$ cat src/rtl/tsdma_pkg.sv
package tsdma_pkg;
    typedef enum logic [1:0] {
        ENG_IDLE  = 2'd0,
        ENG_WAIT  = 2'd1,
        ENG_BURST = 2'd2
    } eng_state_t;
endpackage

$ cat src/rtl/tsdma_slot_timer.sv
module tsdma_slot_timer #(
    parameter int NUM_SLOTS = 32,
    localparam int SLOT_W = $clog2(NUM_SLOTS)
) (
    input  logic              clk,
    input  logic              rst_n,
    input  logic              frame_sync,
    input  logic              slot_begin,
    input  logic              dma_enable,
    output logic [SLOT_W-1:0] slot_q,
    output logic [SLOT_W-1:0] slot_next,
    output logic              live_q,
    output logic              live_next,
    output logic              setup_q,
    output logic              setup_next
);
    // the opening slot, with wrap at the last slot of a frame
    always_comb begin
        if (frame_sync)
            slot_next = '0;
        else if (slot_q == SLOT_W'(NUM_SLOTS - 1))
            slot_next = '0;
        else
            slot_next = slot_q + 1'b1;
        live_next  = frame_sync ? dma_enable : live_q;
        setup_next = frame_sync ? (dma_enable & ~live_q) : setup_q;
    end

    always_ff @(posedge clk or negedge rst_n) begin
        if (!rst_n) begin
            slot_q  <= '0;
            live_q  <= 1'b0;
            setup_q <= 1'b0;
        end else begin
            if (slot_begin) slot_q <= slot_next;
            live_q  <= live_next;
            setup_q <= setup_next;
        end
    end
endmodule

$ cat src/rtl/tsdma_engine.sv
module tsdma_engine
    import tsdma_pkg::*;
#(
    parameter int SLOT_W = 5,
    parameter int LANES  = 4,
    localparam int IDX_W = $clog2(LANES),
    localparam int LEN_W = $clog2(LANES + 1)
) (
    input  logic                    clk,
    input  logic                    rst_n,
    input  logic                    strobe,
    input  logic                    launch,
    input  logic [SLOT_W-1:0]       slot_in,
    input  logic [LANES-1:0]        mask_in,
    input  logic                    ack,
    output logic                    req_n,
    output logic [SLOT_W+IDX_W-1:0] chan,
    output logic [LEN_W-1:0]        burst_len,
    output logic                    overrun
);
    eng_state_t        state_q, state_d;
    logic [LANES-1:0]  mask_q, mask_d, low_bit;
    logic [SLOT_W-1:0] slot_q, slot_d;
    logic [LEN_W-1:0]  len_q, len_d, len_in;
    logic              ovr_q, ovr_d;
    logic [IDX_W-1:0]  low_idx;

    always_comb begin
        len_in = '0;
        for (int i = 0; i < LANES; i++)
            len_in = len_in + LEN_W'(mask_in[i]);
        low_idx = '0;
        for (int i = LANES - 1; i >= 0; i--)
            if (mask_q[i]) low_idx = IDX_W'(i);
        low_bit = mask_q & (~mask_q + 1'b1);
    end

    // next-state logic
    always_comb begin
        state_d = state_q;
        mask_d  = mask_q;
        slot_d  = slot_q;
        len_d   = len_q;
        ovr_d   = ovr_q;
        unique case (state_q)
            ENG_IDLE: begin
                if (launch) begin
                    state_d = ENG_WAIT;
                    mask_d  = mask_in;
                    slot_d  = slot_in;
                    len_d   = len_in;
                end
            end
            ENG_WAIT, ENG_BURST: begin
                if (strobe) begin
                    ovr_d = 1'b1;
                    if (launch) begin
                        state_d = ENG_WAIT;
                        mask_d  = mask_in;
                        slot_d  = slot_in;
                        len_d   = len_in;
                    end else begin
                        state_d = ENG_IDLE;
                        mask_d  = '0;
                    end
                end else if (ack) begin
                    mask_d  = mask_q & ~low_bit;
                    state_d = (mask_d == '0) ? ENG_IDLE : ENG_BURST;
                end
            end
            default: state_d = ENG_IDLE;
        endcase
    end

    // state register
    always_ff @(posedge clk or negedge rst_n) begin
        if (!rst_n) begin
            state_q <= ENG_IDLE;
            mask_q  <= '0;
            slot_q  <= '0;
            len_q   <= '0;
            ovr_q   <= 1'b0;
        end else begin
            state_q <= state_d;
            mask_q  <= mask_d;
            slot_q  <= slot_d;
            len_q   <= len_d;
            ovr_q   <= ovr_d;
        end
    end

    // outputs
    always_comb begin
        req_n     = (state_q == ENG_IDLE);
        burst_len = (state_q == ENG_IDLE) ? '0 : len_q;
        chan      = {slot_q, low_idx};
        overrun   = ovr_q;
    end
endmodule

$ cat src/rtl/tsdma_sched.sv
module tsdma_sched #(
    parameter int NUM_CH = 128,
    parameter int LANES  = 4,
    localparam int NUM_SLOTS = NUM_CH / LANES,
    localparam int SLOT_W = $clog2(NUM_SLOTS),
    localparam int IDX_W  = $clog2(LANES),
    localparam int CH_W   = SLOT_W + IDX_W,
    localparam int LEN_W  = $clog2(LANES + 1)
) (
    input  logic              clk,
    input  logic              rst_n,
    input  logic              frame_sync,
    input  logic              slot_begin,
    input  logic              slot_end,
    input  logic              dma_enable,
    input  logic [NUM_CH-1:0] chan_en,
    input  logic              rd_ack,
    input  logic              wr_ack,
    output logic              rd_req_n,
    output logic              wr_req_n,
    output logic [CH_W-1:0]   rd_chan,
    output logic [CH_W-1:0]   wr_chan,
    output logic [LEN_W-1:0]  rd_burst_len,
    output logic [LEN_W-1:0]  wr_burst_len,
    output logic              rd_overrun,
    output logic              wr_overrun
);
    logic [SLOT_W-1:0] slot_q, slot_next;
    logic              live_q, live_next, setup_q, setup_next;
    logic [LANES-1:0]  rd_mask, wr_mask;
    logic              rd_launch, wr_launch;

    tsdma_slot_timer #(.NUM_SLOTS(NUM_SLOTS)) u_timer (
        .clk(clk), .rst_n(rst_n), .frame_sync(frame_sync),
        .slot_begin(slot_begin), .dma_enable(dma_enable),
        .slot_q(slot_q), .slot_next(slot_next),
        .live_q(live_q), .live_next(live_next),
        .setup_q(setup_q), .setup_next(setup_next)
    );

    // reads serve the slot being opened, writes the slot being closed
    always_comb begin
        rd_mask   = chan_en[int'(slot_next) * LANES +: LANES];
        wr_mask   = chan_en[int'(slot_q) * LANES +: LANES];
        rd_launch = slot_begin & live_next & (|rd_mask)
                  & ~(setup_next & (slot_next == '0));
        wr_launch = slot_end & live_q & (|wr_mask)
                  & ~(setup_q & (slot_q == '0));
    end

    tsdma_engine #(.SLOT_W(SLOT_W), .LANES(LANES)) u_rd (
        .clk(clk), .rst_n(rst_n), .strobe(slot_begin), .launch(rd_launch),
        .slot_in(slot_next), .mask_in(rd_mask), .ack(rd_ack),
        .req_n(rd_req_n), .chan(rd_chan), .burst_len(rd_burst_len),
        .overrun(rd_overrun)
    );

    tsdma_engine #(.SLOT_W(SLOT_W), .LANES(LANES)) u_wr (
        .clk(clk), .rst_n(rst_n), .strobe(slot_end), .launch(wr_launch),
        .slot_in(slot_q), .mask_in(wr_mask), .ack(wr_ack),
        .req_n(wr_req_n), .chan(wr_chan), .burst_len(wr_burst_len),
        .overrun(wr_overrun)
    );
endmodule

$ cat config.mk
export PLATFORM = sky130hd
export DESIGN_NAME = tsdma_sched
export DESIGN_NICKNAME = d
export VERILOG_FILES = /design/src/rtl/tsdma_pkg.sv /design/src/rtl/tsdma_slot_timer.sv /design/src/rtl/tsdma_engine.sv /design/src/rtl/tsdma_sched.sv
export SDC_FILE = /design/constraint.sdc
export NUM_CORES = 1
export LEC_CHECK = 0
export ABC_AREA = 1
export BUFFER_PORTS_ARGS = -buffer_cell sky130_fd_sc_hd__buf_4
export CORE_MARGIN = 4
export CORE_UTILIZATION = 40
export CTS_BUF_LIST = sky130_fd_sc_hd__clkbuf_4 sky130_fd_sc_hd__clkbuf_8
export DETAILED_ROUTE_END_ITERATION = 7
export PLACE_DENSITY = 0.68
export SLEW_MARGIN = 20
export SYNTH_ARGS = -nofsm -noshare
export SYNTH_HDL_FRONTEND = slang
export SYNTH_SLANG_ARGS = --single-unit
$ cat constraint.sdc
create_clock -name clk -period 5.7 [get_ports clk]
set_clock_uncertainty 0.1 [all_clocks]
set_input_delay 0.57 -clock clk [delete_from_list [all_inputs] [get_ports clk]]
set_output_delay 0.57 -clock clk [all_outputs]
set_load 0.005 [all_outputs]
# Word level (Yosys, flattened, before mapping)
# Cells that the tools add are included.
op_classes:
  shift: 2
  add_sub_neg: 9
  reduce_logical: 20
  n_mux: 48
  n_eq_ne: 11
  bitwise_logic: 20
op_table:
  columns: ["cell", "count"]
  rows:
  - ["128-bit by 8-bit variable part select with 4-bit output", 2]
  - ["2-bit 2-to-1 mux", 16]
  - ["4-bit 2-to-1 mux", 8]
  - ["5-bit 2-to-1 mux", 6]
  - ["5-bit one-hot mux with 2 select lines", 2]
  - ["3-bit 2-to-1 mux", 6]
  - ["4-bit bitwise AND", 4]
  - ["4-bit inverter", 4]
  - ["4-bit one-hot mux with 2 select lines", 2]
  - ["3-bit by 1-bit adder with 3-bit output", 4]
  - ["3-bit one-hot mux with 2 select lines", 2]
  - ["2-bit AND reduction", 6]
  - ["5-bit logical NOT", 2]
  - ["1-bit bitwise AND", 9]
  - ["4-bit by 1-bit adder with 4-bit output (second input constant)", 2]
  - ["4-bit logical NOT", 2]
  - ["2-bit one-hot mux with 2 select lines", 2]
  - ["4-bit OR reduction", 2]
  - ["3-bit != test (second input constant)", 2]
  - ["3-bit AND reduction", 2]
  - ["5-bit by 1-bit adder with 5-bit output (second input constant)", 1]
  - ["5-bit == test (second input constant)", 1]
  - ["1-bit by 1-bit adder with 2-bit output", 2]
  - ["2-bit by 1-bit == test with 1-bit output (second input constant)", 2]
  - ["8 further kinds", 19]
word_totals:
  inputBits: 136
  wordCells: 123
  output_inout_bits: 24
  register_bits: 37

# Longest topological paths before layout
logic_depth:
  ltp_word: 10
  ltp_mapped: 25
  mapped_depth_nobuf: 23

# Cells and area by module
# Synthesis repeated with hierarchy kept, for this count alone.
hier_totals:
  cells_unflattened: 885
  area_unflattened_um2: 4788.3
modules_own_cells:
  columns: ["module", "cells_per_inst", "n_inst", "seq_area_each_um2", "area_per_inst_um2"]
  rows:
  - ["tsdma_sched", 614, 1, 0.0, 2671.3]
  - ["tsdma_engine", 111, 2, 375.4, 873.3]
  - ["tsdma_slot_timer", 49, 1, 175.2, 370.4]

# Worst setup path after synthesis
# Ideal clock, no wire load.
synth_timing:
  path_type: "reg2reg"
  start: "register u_timer.slot_q[0]"
  end: "register u_rd.len_q[1]"
  synth_period_minus_slack_ns: 3.503
  path_slack_ns: 2.197
  n_path_buf: 5
  stages_incl_launch_ff: 20
  t_arrival_ns: 3.282
  setup_ns: 0.120
  required_time_ns: 5.480
  path_cell_list: "dfrtp_1 -> inv_2 -> buf_4 -> buf_2 -> buf_2 -> ha_1 -> nand2_1 -> inv_1 -> buf_2 -> buf_2 -> o211ai_1 -> o211ai_1 -> nand3_1 -> nand2_1 -> o21a_1 -> ha_1 -> fa_1 -> ha_1 -> nor2_1 -> a21oi_1"
synth_via:
  elab_chain_cells: 10
  word_cells_on_any_way: 17
  cone_classes: "add/sub: 4; eq/ne: 1; shift: 1; mux: 5; bitwise: 4; reduce/logical: 2"
synth_rtl:
  columns: ["element", "line", "rtl"]
  rows:
  - ["start: declaration", "tsdma_slot_timer.sv:10", "output logic [SLOT_W-1:0] slot_q,"]
  - ["start signal: assignment", "tsdma_slot_timer.sv:35", "if (slot_begin) slot_q <= slot_next;"]
  - ["5-bit by 1-bit adder with 5-bit output or 5-bit == test (tied branches)", "tsdma_slot_timer.sv:24, tsdma_slot_timer.sv:21", null]
  - ["5-bit 2-to-1 mux (*)", "tsdma_slot_timer.sv:21", "else if (slot_q == SLOT_W'(NUM_SLOTS - 1))"]
  - ["5-bit 2-to-1 mux (*)", "tsdma_slot_timer.sv:19", "if (frame_sync)"]
  - ["128-bit by 8-bit variable part select with 4-bit output (*)", "tsdma_sched.sv:43", "rd_mask = chan_en[int'(slot_next) * LANES +: LANES];"]
  - ["1-bit by 1-bit adder with 2-bit output", "tsdma_engine.sv:31", "len_in = len_in + LEN_W'(mask_in[i]);"]
  - ["3-bit by 1-bit adder with 3-bit output", "tsdma_engine.sv:31", null]
  - ["3-bit by 1-bit adder with 3-bit output (*)", "tsdma_engine.sv:31", null]
  - ["net u_rd.len_in[1]", "tsdma_engine.sv:24", "logic [LEN_W-1:0] len_q, len_d, len_in;"]
  - ["3-bit 2-to-1 mux (*)", "tsdma_engine.sv:47, tsdma_engine.sv:57", null]
  - ["3-bit 2-to-1 mux", "tsdma_engine.sv:55", "if (strobe) begin"]
  - ["3-bit one-hot mux with 2 select lines (*)", "tsdma_engine.sv:45", "unique case (state_q)"]
  - ["end signal: assignment", "tsdma_engine.sv:87", "len_q <= len_d;"]
  - ["end: declaration", "tsdma_engine.sv:24", null]
# The timed path passes the listed nets; every way through them passes the cells marked *. The select of a mux whose other input is x is not followed.
# A chain may end at the register's enable or synchronous reset.

# Worst setup path in the final report
layout_timing:
  start: "register u_timer.slot_q[2]"
  end: "register u_rd.len_q[1]"
# The elaborated chain is that of the path after synthesis.

==> impl_metrics.ini <==
[setup_path]
critPathLaunchType = flip-flop
critical_path.max_stage_delay_ps = 630
cp_max_fo = 54
rrSetupSlack_ps = 970
critPathSlowestCell = dfrtp_1
crit_required_ps = 5780
cp.buffers_inverters = 1
setup.worst_path.end_class = flip-flop
path_cells = nand2_1, nor2_1, ha_1, nor2_2, nand2_4, inv_2, nand2_1, a31oi_1, o21ai_0, nand3_1, nand2_1, nand2_1, a21boi_2, ha_1, fa_1, ha_1, nor2_1, a21oi_1
cp_common_cell = nand2_1
crit_arrival_ps = 4800
critPathKind = reg -> reg
crit_family = simple AND/OR/NAND/NOR gates

[sta]
tightest_slew_ps = 837
final.min_clock_period_ps = 4730
setup_tns_ps = 0
whs_ps = 132
grt_setup_unrepaired = no
drv_slew = 0
hold_viol_final = 0
finalSetupViolCount = 0
fmax_mhz = 212
slew_headroom_pct = 44.2
period_share_pct = 82.9
timing.final.ws_setup_ps = 974

[clocking]
path_clk_slew_ps = 80
numCtsBuffers = 5
htreeDepth = 2
post_cts_buffers = 0
cts_root_buffer = clkbuf_8
clockBufferDepth = 2
cts_resized = 0
cts.sinks = 37
hold_buffers = 0
clkLatencyLatePin_ps = 290
cts_tree = done

[yosys]
netlist_instances = 817
synthesis.area_um2 = 4770
syn_area_per_cell_um2 = 5.84
synth_top_area_share_pct = 19.4
seq_area_frac_synth_pct = 19.4
synth.area.top_cells = dfrtp_1 (19%), nand2_1 (15%), nand3_1 (12%)
ys_ff_latch = 37
yosysTopAreaCell = dfrtp_1
synth_fp_nets = 968
ys_warn_count = 0
synthDistinctLibCells = 34

[floorplan]
rows = 39
die_area_um2 = 13700
die_x_um = 117
start_util_pct = 41.3
core_area_um2 = 11600
ios = 160
die_y_um = 117

[route]
dr_wl_met3_um = 1380
top_layer = met4
dr.pass1.iters = 5
routed_wl_um = 16400
ant_nets = 0
drtIter0Drc = 603
vias = 5871
avgRoutedWirePerCell_um = 15.2
drt-met1-wl_um = 7220
vias_per_cell = 5.42
drc = 0
wl_met2_um = 7650

[global_route]
grt_pass1_wl_um = 26600
overflow = 0
grt_usage_pct = 23.9
antenna_found_initial = 0
grt_pass1_vias = 5574
grt_max_degree = 96

[power]
seq_power_share_pct = 24.6
p_per_area_nw_per_um2 = 271
pwr-share-comb_pct = 64.0
p_leak_uw = 0.00312
p_int_uw = 856
clockPowerShare_pct = 11.4
peakVddDrop_v = 0.000126
switching_power_uw = 760
swShare_pct = 47.0

[final_layout]
antenna_cells = 0
syn_to_final_growth_pct = 25.1
fin_area_um2 = 5970
layout.cells.non_filler = 1083
layout.nets = 1090
drive_gt1_share_pct = 21.2

[placement]
gp_congestion = 0.885
place_area_um2 = 5880
hpwl_um = 12200
place_ws_ps = 1030
dp_cells = 1075
portBuffers = 159

[run_status]
status = complete, no violations

[job]
maxCapViolCount = 0

[hold_path]
hold_path.class = in -> async
## kinds of logic (layout without fill, tap and decap cells)
logic type	count (synthesis)	count (layout)	share of synthesized area, %
AOI/OAI and AO/OA	206	206	23.9
adders and majority gates	15	15	4.25
buffers and inverters	173	296	16.3
DFF	37	37	19.4
and+or+nand+nor	386	386	36.2
## cells in the final DEF, fill, tap and decap left out, types with 3 or more instances in the layout
master,Yosys,layout
nor2_1,45,45
inv_1,115,115
buf_4,9,167
clkbuf_8,0,5
a21oi_1,48,48
nor2_2,3,3
nand2_1,190,190
nand3_2,5,5
o21a_1,3,3
o211ai_1,29,29
o21ai_1,21,21
nand4_1,9,9
ha_1,13,13
nand3b_1,7,7
nand3_1,118,118
a31oi_1,3,3
dfrtp_1,37,35
o22ai_1,6,6
nand2_2,3,3
inv_2,6,6
o21ai_0,91,91
## cell usage after synthesis (all sizes together)
library cell / instances
and3: 1
buf: 44
o21a: 3
dfrtp: 37
nand2: 194
fa: 2
nor3: 1
nand3b: 8
a31oi: 3
o31ai: 1
nand3: 123
a21oi: 48
clkbuf: 8
o41ai: 1
nand4: 9
a21boi: 2
a41oi: 1
ha: 13
nor2: 50
o22ai: 6
o21ai: 112
o211ai: 29
inv: 121
## through the flow
stage                     total power, uW  util [%]
final                                1620      51.6
after global placement               1430      50.9
after detailed placement             1430      50.9
after global routing                 1780      51.6
after floorplan                      1090         -
after CTS                            1620      51.6
## registers in the layout (all words and copies together) (netlist names)
| register | flops |
|---|---|
| u_rd.slot_q | 5 |
| u_rd.len_q | 3 |
| u_timer.setup_q | 1 |
| u_wr.slot_q | 5 |
| u_rd.state_q | 2 |
| u_wr.mask_q | 4 |
| u_timer.live_q | 1 |
| u_timer.slot_q | 5 |
| u_rd.mask_q | 4 |
| u_wr.overrun | 1 |
| u_wr.state_q | 2 |
| u_wr.len_q | 3 |
| u_rd.overrun | 1 |
## layout make-up
class                   instances  area, um2
clock buffers                   6       76.3
clock inverters                 2       10.0
fillers                      1216       5590
inverters                     121        454
multi-input cells             607       3070
flip-flops and latches         37        928
well taps                     143        179
repair buffers                167       1250
## power by group through the flow
stage	Clock [uW]	Combinational (uW)	Sequential (uW)
3_3_place_gp	0	1030	402
2_1_floorplan	0	696	390
5_1_grt	198	1180	408
4_1_cts	187	1040	399
6_report	184	1030	398
3_5_place_dp	0	1030	404
## path summary, 6_finish.rpt
check	cells after the start	startpoint	endpoint
worst max-delay path	18	u_timer.slot_q[2]$_DFFE_PN0P_	u_rd.len_q[1]$_DFFE_PN0P_
worst min-delay path	1	rst_n	u_rd.overrun$_DFFE_PN0P_
worst max register to register	18	u_timer.slot_q[2]$_DFFE_PN0P_	u_rd.len_q[1]$_DFFE_PN0P_
worst min register to register	2	u_rd.overrun$_DFFE_PN0P_	u_rd.overrun$_DFFE_PN0P_
max in group asynchronous	1	rst_n	u_timer.slot_q[0]$_DFFE_PN0P_
min in group clk	2	u_rd.overrun$_DFFE_PN0P_	u_rd.overrun$_DFFE_PN0P_
## routing by layer
layer  vias to the layer above  global-route usage [%]
met5                         -                       0
met4                         0                    4.97
met3                        16                    2.67
met2                       271                    39.1
met1                      2631                    33.9
li1                       2953                       -
Power figures use the tool's default switching activity.
